## config.mk

```make
export PLATFORM = sky130hd
export DESIGN_NAME = irq_event_agg
export DESIGN_NICKNAME = d
export VERILOG_FILES = /design/src/rtl/irq_agg_pkg.sv /design/src/rtl/irq_sticky_bank.sv /design/src/rtl/irq_mask_reg.sv /design/src/rtl/irq_iso_summary.sv /design/src/rtl/irq_out_gen.sv /design/src/rtl/irq_event_agg.sv
export SDC_FILE = /design/constraint.sdc
export NUM_CORES = 1
export LEC_CHECK = 0
export ABC_AREA = 1
export BUFFER_PORTS_ARGS = -buffer_cell sky130_fd_sc_hd__buf_2
export CAP_MARGIN = 20
export CORE_MARGIN = 5
export CORE_UTILIZATION = 45
export DETAILED_ROUTE_END_ITERATION = 6
export PLACE_DENSITY = 0.84
export RECOVER_POWER = 50
export SYNTH_ARGS = -nofsm -noshare
export SYNTH_HDL_FRONTEND = slang
export SYNTH_SLANG_ARGS = --single-unit
```

## constraint.sdc

```tcl
create_clock -name clk -period 1.4 [get_ports clk]
set_input_delay 0.14 -clock clk [delete_from_list [all_inputs] [get_ports clk]]
set_output_delay 0.14 -clock clk [all_outputs]
set_load 0.03 [all_outputs]
```

## src/rtl/irq_agg_pkg.sv

```systemverilog
package irq_agg_pkg;
   localparam int REG_W = 32;

   localparam int BIT_SID2   = 15;
   localparam int BIT_SID    = 16;
   localparam int BIT_ISO_TX = 6;
   localparam int BIT_ISO_RX = 7;
   localparam int BIT_MASTER = 31;

   localparam logic [REG_W-1:0] STICKY_BITS = 32'h0007_833F;
   localparam logic [REG_W-1:0] ISO_BITS    = 32'h0000_00C0;
   localparam logic [REG_W-1:0] MASTER_BIT  = 32'h8000_0000;
   localparam logic [REG_W-1:0] MASK_WR     = STICKY_BITS | ISO_BITS | MASTER_BIT;
   localparam logic [REG_W-1:0] RESERVED    = ~MASK_WR;

   typedef enum logic [2:0] {
      A_EVT     = 3'd0,
      A_EVT_SET = 3'd1,
      A_EVT_CLR = 3'd2,
      A_MSK     = 3'd4,
      A_MSK_SET = 3'd5,
      A_MSK_CLR = 3'd6
   } reg_addr_e;
endpackage

```

## src/rtl/irq_sticky_bank.sv

```systemverilog
module irq_sticky_bank
   import irq_agg_pkg::*;
#(
   parameter int W = REG_W
) (
   input  logic         clk,
   input  logic         rst_n,
   input  logic [W-1:0] sw_set,
   input  logic [W-1:0] sw_clr,
   input  logic [W-1:0] hw_pulse,
   output logic [W-1:0] evt_q
);
   localparam logic [W-1:0] SID_PAIR = (W'(1) << BIT_SID) | (W'(1) << BIT_SID2);

   logic [W-1:0] hw_eff;
   logic [W-1:0] q;

   always_comb begin
      hw_eff           = hw_pulse & W'(STICKY_BITS) & ~SID_PAIR;
      hw_eff[BIT_SID]  = hw_pulse[BIT_SID] & ~q[BIT_SID];
      hw_eff[BIT_SID2] = hw_pulse[BIT_SID] &  q[BIT_SID];
   end

   for (genvar i = 0; i < W; i++) begin : g_bit
      if (STICKY_BITS[i]) begin : g_flop
         always_ff @(posedge clk or negedge rst_n) begin
            if (!rst_n) q[i] <= 1'b0;
            else        q[i] <= (q[i] & ~sw_clr[i]) | sw_set[i] | hw_eff[i];
         end
      end else begin : g_zero
         assign q[i] = 1'b0;
      end
   end

   assign evt_q = q;
endmodule

```

## src/rtl/irq_mask_reg.sv

```systemverilog
module irq_mask_reg
   import irq_agg_pkg::*;
#(
   parameter int W = REG_W
) (
   input  logic         clk,
   input  logic         rst_n,
   input  logic [W-1:0] sw_set,
   input  logic [W-1:0] sw_clr,
   output logic [W-1:0] msk_q
);
   always_ff @(posedge clk or negedge rst_n) begin
      if (!rst_n) msk_q <= '0;
      else        msk_q <= ((msk_q & ~sw_clr) | sw_set) & W'(MASK_WR);
   end
endmodule

```

## src/rtl/irq_iso_summary.sv

```systemverilog
module irq_iso_summary #(
   parameter int N = 4
) (
   input  logic [N-1:0] pend,
   output logic         any
);
   if (N == 1) begin : g_single
      assign any = pend[0];
   end else begin : g_reduce
      assign any = |pend;
   end
endmodule

```

## src/rtl/irq_out_gen.sv

```systemverilog
module irq_out_gen
   import irq_agg_pkg::*;
#(
   parameter int W = REG_W
) (
   input  logic         clk,
   input  logic         rst_n,
   input  logic [W-1:0] evt_view,
   input  logic [W-1:0] msk,
   output logic         irq_n
);
   logic hit;
   assign hit = msk[BIT_MASTER] & |(evt_view & msk & ~W'(MASTER_BIT));

   always_ff @(posedge clk or negedge rst_n) begin
      if (!rst_n) irq_n <= 1'b1;
      else        irq_n <= ~hit;
   end
endmodule

```

## src/rtl/irq_event_agg.sv

```systemverilog
module irq_event_agg
   import irq_agg_pkg::*;
#(
   parameter int DATA_W     = 32,
   parameter int ADDR_W     = 3,
   parameter int NUM_ISO_TX = 4,
   parameter int NUM_ISO_RX = 4
) (
   input  logic                  clk,
   input  logic                  rst_n,
   input  logic                  bus_sel,
   input  logic                  bus_wr,
   input  logic [ADDR_W-1:0]     bus_addr,
   input  logic [DATA_W-1:0]     bus_wdata,
   output logic [DATA_W-1:0]     bus_rdata,
   input  logic [DATA_W-1:0]     hw_pulse,
   input  logic [NUM_ISO_TX-1:0] iso_tx_pend,
   input  logic [NUM_ISO_RX-1:0] iso_rx_pend,
   output logic                  irq_n
);
   if (DATA_W != REG_W) begin : g_bad_width
      $error("irq_event_agg: DATA_W must equal the 32-bit register layout");
   end
   if (ADDR_W < 3) begin : g_bad_addr
      $error("irq_event_agg: ADDR_W must be at least 3");
   end
   if (NUM_ISO_TX < 1 || NUM_ISO_RX < 1) begin : g_bad_iso
      $error("irq_event_agg: at least one isochronous context per direction");
   end

   localparam logic [ADDR_W-1:0] AD_EVT     = ADDR_W'(A_EVT);
   localparam logic [ADDR_W-1:0] AD_EVT_SET = ADDR_W'(A_EVT_SET);
   localparam logic [ADDR_W-1:0] AD_EVT_CLR = ADDR_W'(A_EVT_CLR);
   localparam logic [ADDR_W-1:0] AD_MSK     = ADDR_W'(A_MSK);
   localparam logic [ADDR_W-1:0] AD_MSK_SET = ADDR_W'(A_MSK_SET);
   localparam logic [ADDR_W-1:0] AD_MSK_CLR = ADDR_W'(A_MSK_CLR);

   logic              wr_en;
   logic [DATA_W-1:0] ev_set, ev_clr, mk_set, mk_clr;
   logic [DATA_W-1:0] evt_q, msk_q, evt_view;
   logic              tx_any, rx_any;

   assign wr_en  = bus_sel & bus_wr;
   assign ev_set = (wr_en && bus_addr == AD_EVT_SET) ? bus_wdata : '0;
   assign ev_clr = (wr_en && bus_addr == AD_EVT_CLR) ? bus_wdata : '0;
   assign mk_set = (wr_en && bus_addr == AD_MSK_SET) ? bus_wdata : '0;
   assign mk_clr = (wr_en && bus_addr == AD_MSK_CLR) ? bus_wdata : '0;

   irq_sticky_bank #(.W(DATA_W)) u_bank (
      .clk(clk), .rst_n(rst_n), .sw_set(ev_set), .sw_clr(ev_clr),
      .hw_pulse(hw_pulse), .evt_q(evt_q)
   );

   irq_mask_reg #(.W(DATA_W)) u_mask (
      .clk(clk), .rst_n(rst_n), .sw_set(mk_set), .sw_clr(mk_clr), .msk_q(msk_q)
   );

   irq_iso_summary #(.N(NUM_ISO_TX)) u_iso_tx (.pend(iso_tx_pend), .any(tx_any));
   irq_iso_summary #(.N(NUM_ISO_RX)) u_iso_rx (.pend(iso_rx_pend), .any(rx_any));

   always_comb begin
      evt_view             = evt_q;
      evt_view[BIT_ISO_TX] = tx_any;
      evt_view[BIT_ISO_RX] = rx_any;
   end

   always_comb begin
      case (bus_addr)
         AD_EVT, AD_EVT_SET, AD_EVT_CLR: bus_rdata = evt_view;
         AD_MSK, AD_MSK_SET, AD_MSK_CLR: bus_rdata = msk_q;
         default:                        bus_rdata = '0;
      endcase
   end

   irq_out_gen #(.W(DATA_W)) u_out (
      .clk(clk), .rst_n(rst_n), .evt_view(evt_view), .msk(msk_q), .irq_n(irq_n)
   );
endmodule

```

; ---- After elaboration in Yosys (flattened, before gate mapping)
; Cells that the tools add are included.
[word_totals]
register_bits = 28
input_bits = 79
out_inout_bits = 33
elab_cells = 92
[classes]
eq_ne = 5
mux = 5
bitwise_logic = 58
n_reduce_logical = 10
[ops]
columns = cell, n
row1 = 2-to-1 mux 32 bit, 2
row2 = one-hot mux 32 bit (2 select lines), 1
row3 = 2-to-1 mux 19 bit, 2
row4 = bitwise AND 32 bit, 1
row5 = inverter 32 bit, 1
row6 = bitwise OR 32 bit, 1
row7 = OR reduction 31 bit, 1
row8 = bitwise OR 1 bit, 24
row9 = bitwise AND 19 bit, 1
row10 = bitwise AND 1 bit, 16
row11 = inverter 1 bit, 14
row12 = equality test 3 bit (second input constant), 3
row13 = OR reduction 4 bit, 2
row14 = OR reduction 3 bit, 2
row15 = logical AND 1 bit, 4
row16 = equality test 3 x 1 -> 1 bit (second input constant), 1
row17 = equality test 3 x 2 -> 1 bit (second input constant), 1
row18 = logical NOT 3 bit, 1

; ---- Logic depth before layout (Yosys ltp)
[logic_depth]
ltp_word = 7
depth_mapped = 7
ltp_nobuf = 5

; ---- Modules after synthesis
; Synthesis repeated with hierarchy kept, for this count alone.
[unflattened]
hier_cells = 531
hier_area_um2 = 3009.1
[modules_own_cells]
columns = mod, instances, cells_per_inst, area_per_inst_um2, seq_area_each_um2
row1 = irq_event_agg, 1, 294, 1368.8, 0.0
row2 = irq_mask_reg, 1, 93, 732.0, 375.4
row3 = irq_sticky_bank, 1, 74, 623.1, 300.3
row4 = irq_out_gen, 1, 64, 262.8, 26.3
row5 = irq_iso_summary, 2, 3, 11.3, 0.0

; ---- Worst setup path after synthesis
; Ideal clock, no wire load.
[synth_timing]
path_type = reg2out
start = register u_bank.q[16] (netlist: u_bank.evt_q[16])
end = output bus_rdata[16]
arrival_ns = 1.123
required_time_ns = 1.260
path_slack_ns = 0.137
path_stages_with_launch = 3
path_buffers = 0
cell_sequence = dfrtp_1 inv_1 o21ai_0
[synth_between]
elab_chain_cells = 1
[synth_rtl]
columns = item, line
row1 = from (decl), irq_sticky_bank.sv:16  ; logic [W-1:0] q;
row2 = "from (signal, indexed assignment)", irq_sticky_bank.sv:28  ; else q[i] <= (q[i] & ~sw_clr[i]) | sw_set[i] | hw_eff[i];
row3 = one-hot mux 32 bit (2 select lines), irq_event_agg.sv:68  ; case (bus_addr)
row4 = to (decl), irq_event_agg.sv:15  ; output logic [DATA_W-1:0] bus_rdata,
; Every way passes these cells.

; ---- Final worst setup path
; Ends and elaborated chain as after synthesis.

==> summary by stage <==
Synth
The number of cells produced by synthesis is ~230. Each instance of the synthesized netlist takes up on average roughly 8 um^2. The register area share after synthesis is 38.88%.

The number of library cell types mapped by synthesis is 23. The share of async-settable or async-resettable flops after synthesis is 100.0%. The number of warning messages in the yosys log is 0.

The number of enable flip-flop cells after synthesis is 0. Counting flops and latches in the post-synthesis netlist gives 28. The summed instance area of the synthesized netlist is roughly 0.0018 mm^2. The most used flip-flop cell after synthesis is sky130_fd_sc_hd__dfrtp_1.

Floorplan
The initial cell density of the core is ~46%. The area of the die is between 0.005 and 0.006 mm^2. The floorplan has 23 rows. In this run the standard cell core region covers roughly 0.0039 mm^2. The x dimension of the die is around 73 um. The vertical extent of the die is 73.34 um. The number of top-level design ports is 112.

Timing
The worst path uses 92.81% of the clock period. The peak clock frequency supported by timing is 769.6 MHz. Setup violations remaining at the end of the flow were counted as 0. Setup repair after global routing left no endpoint under its margin.

Hold is met by 49.23 ps. Headroom to the max-slew limit came out at a little over half. At the pin with the least slew margin, the transition time is 697.0 ps. The count of endpoints failing hold in the final timing report is 0. The final critical delay including setup and external delays is 1299 ps.

The clock arrives with roughly 4.3 ps of skew. The number of slew-limit violations in the final report is 0. The aggregate negative setup slack is 0 ps.

Detailed routing
Dividing the detail-routed wire length by the instance count gives 12.14 um. The initial DRC count is between 50 and 60. The DRC violation count after routing is 0. Before antenna repair, the detailed router went through 4 iterations. The detail route stage leaves a number of antenna-violating nets equal to 0.

The via count is 1,561. The via count normalized by instance count is 4.688. The total detailed-routing wirelength is 4041 um.

Placement
Routability-driven placement finished with a final weighted congestion of ~0.75. The number of cells after detailed placement is about 330. Detailed placement ended at an HPWL of roughly 3200 um.

In this run the tool buffered the top-level ports with 56 buffer cells.

CTS
The level count of the clock H-tree is 1. The worst-case clock buffer depth is 2. The number of gates resized after CTS is 0. TritonCTS created 3 clock buffers.

The clock input transition at the sequential cells of the worst setup and hold paths is 100 ps. Buffers inserted to repair hold after CTS numbered 1. Buffers added to address setup during post-CTS repair amount to 0. The root buffer selected by CTS is sky130_fd_sc_hd__clkbuf_8. The TritonCTS clock tree is built. The clock latency on the worst-skew pair is ~270 ps. The clock net in this run drives a total of 28 sinks.

Pwr
In this run the static leakage power is about 1.1 nW. The worst supply voltage drop on vdd is about 420 uV. The power per standard cell area is 1076 mW/mm^2.

Worst setup path
The type of destination of the critical path is an output port. The slowest stage of the critical path belongs to the cell sky130_fd_sc_hd__dfrtp_1. The arrival time at the worst endpoint is 1160 ps.

Traced cell by cell, the critical path runs through inv_1 > o21ai_0 > buf_2. The critical path's top delay family is flip-flops. Together, buffers and inverters on the worst path number 2. In this run the worst path has a maximum fanout of 4. The required time reported for the critical path endpoint is approximately 1300 ps. STA classifies the critical path startpoint as a flip-flop. The type of the setup path with the least slack is reg -> out. The delay of the slowest cell on the worst path is about 390 ps.

Cells and area
In the final layout, the share of cells above drive strength 1 is a little under a third. Cells fill 52.65% of the core in the end. The final net count is between 300 and 400. The library cells used most frequently in the layout, excluding fill and tap cells, are sky130_fd_sc_hd__nand2_1 (67), sky130_fd_sc_hd__buf_2 (55), sky130_fd_sc_hd__dfrtp_1 (27). The synthesis-to-finish area growth is 14.97%.

The library cell used most frequently in the layout, excluding fill and tap cells, is sky130_fd_sc_hd__nand2_1. The filler-free cell count of the finished design is 333. The total inserted antenna cells is 0.

Global route
Summed over all layers, the global routing overflow is 0. The initial antenna violation count came to 0. The total routing resource utilization after global routing is about 15%. The largest net degree at the start of global routing is 29.

The number of global-route vias before repair is ~1.5k. The first-pass GRT wire length is roughly 6500 um.

Flow run
The number of max-cap violations is 0.

Run status
The run finished with clean final reports.

Hold path
The worst min-delay path class is in -> reg.
[final cells by class]
class                   count  area, um^2
fillers                   398        1867
multi-input cells         171       853.3
flip-flops and latches     28       701.9
repair buffers             60       325.3
inverters                  20       77.57
well taps                  50       62.56
clock buffers               4       55.05
[cells in the mapped netlist, types with 5 or more instances]
cell type | number | area [um^2]
sky130_fd_sc_hd__buf_6 | 5 | 56.30
sky130_fd_sc_hd__nor2_1 | 9 | 33.78
sky130_fd_sc_hd__dfrtp_1 | 27 | 675.7
sky130_fd_sc_hd__o21ai_0 | 13 | 65.06
sky130_fd_sc_hd__nand3_1 | 18 | 90.09
sky130_fd_sc_hd__nand3b_1 | 10 | 75.07
sky130_fd_sc_hd__buf_4 | 18 | 135.1
sky130_fd_sc_hd__o21ai_1 | 9 | 45.04
sky130_fd_sc_hd__nand2_1 | 66 | 247.7
sky130_fd_sc_hd__inv_1 | 17 | 63.81
sky130_fd_sc_hd__o21ai_2 | 21 | 183.9
[worst register-to-register path, stage by stage (launching register included)]
cell and delay [ps]:
sky130_fd_sc_hd__dfrtp_1 400, sky130_fd_sc_hd__nand2_1 90, sky130_fd_sc_hd__nand2_1 60, sky130_fd_sc_hd__nor2_1 120, sky130_fd_sc_hd__nand2_1 70, sky130_fd_sc_hd__o21bai_1 150
[path summary, 6_finish.rpt]
kind	end	slack, ps	cells after the start	start
worst max-delay path	bus_rdata[16]	100	3	u_bank.evt_q[16]
worst min-delay path	u_bank.evt_q[2]	50	2	hw_pulse[2]
worst max register to register	u_out.irq_n	430	5	u_bank.evt_q[1]
worst min register to register	u_mask.msk_q[31]	520	2	u_mask.msk_q[31]
max in group asynchronous	u_bank.evt_q[9]	510	2	rst_n
min in group asynchronous	u_mask.msk_q[5]	440	2	rst_n
[per-stage QoR]
step	area, um^2	power [W]	setup slack (ps)
after global placement	2043	0.001756	196.5
after global routing	2076	0.002378	38.59
final	2076	0.002233	100.7
after detailed placement	2043	0.001781	183.2
after floorplan	1866	0.001619	136.8
after CTS	2108	0.002285	59.22
[registers in the layout, summed over array words and instances, names as in the netlist]
| register | flops |
|---|---|
| u_bank.evt_q | 12 |
| u_out.irq_n | 1 |
| u_mask.msk_q | 15 |
[cells by family (layout without fill, tap and decap cells)]
family          Yosys count  after routing  synth area share [%]
simple gates            110            110                 28.83
flops                    28             28                 38.88
buf+inv                  45             84                 15.38
other cells               1             17                0.2077
compound gates           44             44                 16.70
[routing by layer]
layer  part of all wire (%)  global-route usage [%]
met1                     44                   19.26
met2                     49                   27.81
met3                    6.9                   2.599
met4                   0.30                   2.414
met5                      0                       0
[report_power, final]
group          internal (W)  switching, W  total (W)  leakage [nW]
Sequential         0.000934     0.0000922    0.00103         0.301
Combinational      0.000243      0.000463   0.000706         0.745
Clock              0.000252      0.000249   0.000501        0.0288
(Power assumes the default switching activity.)
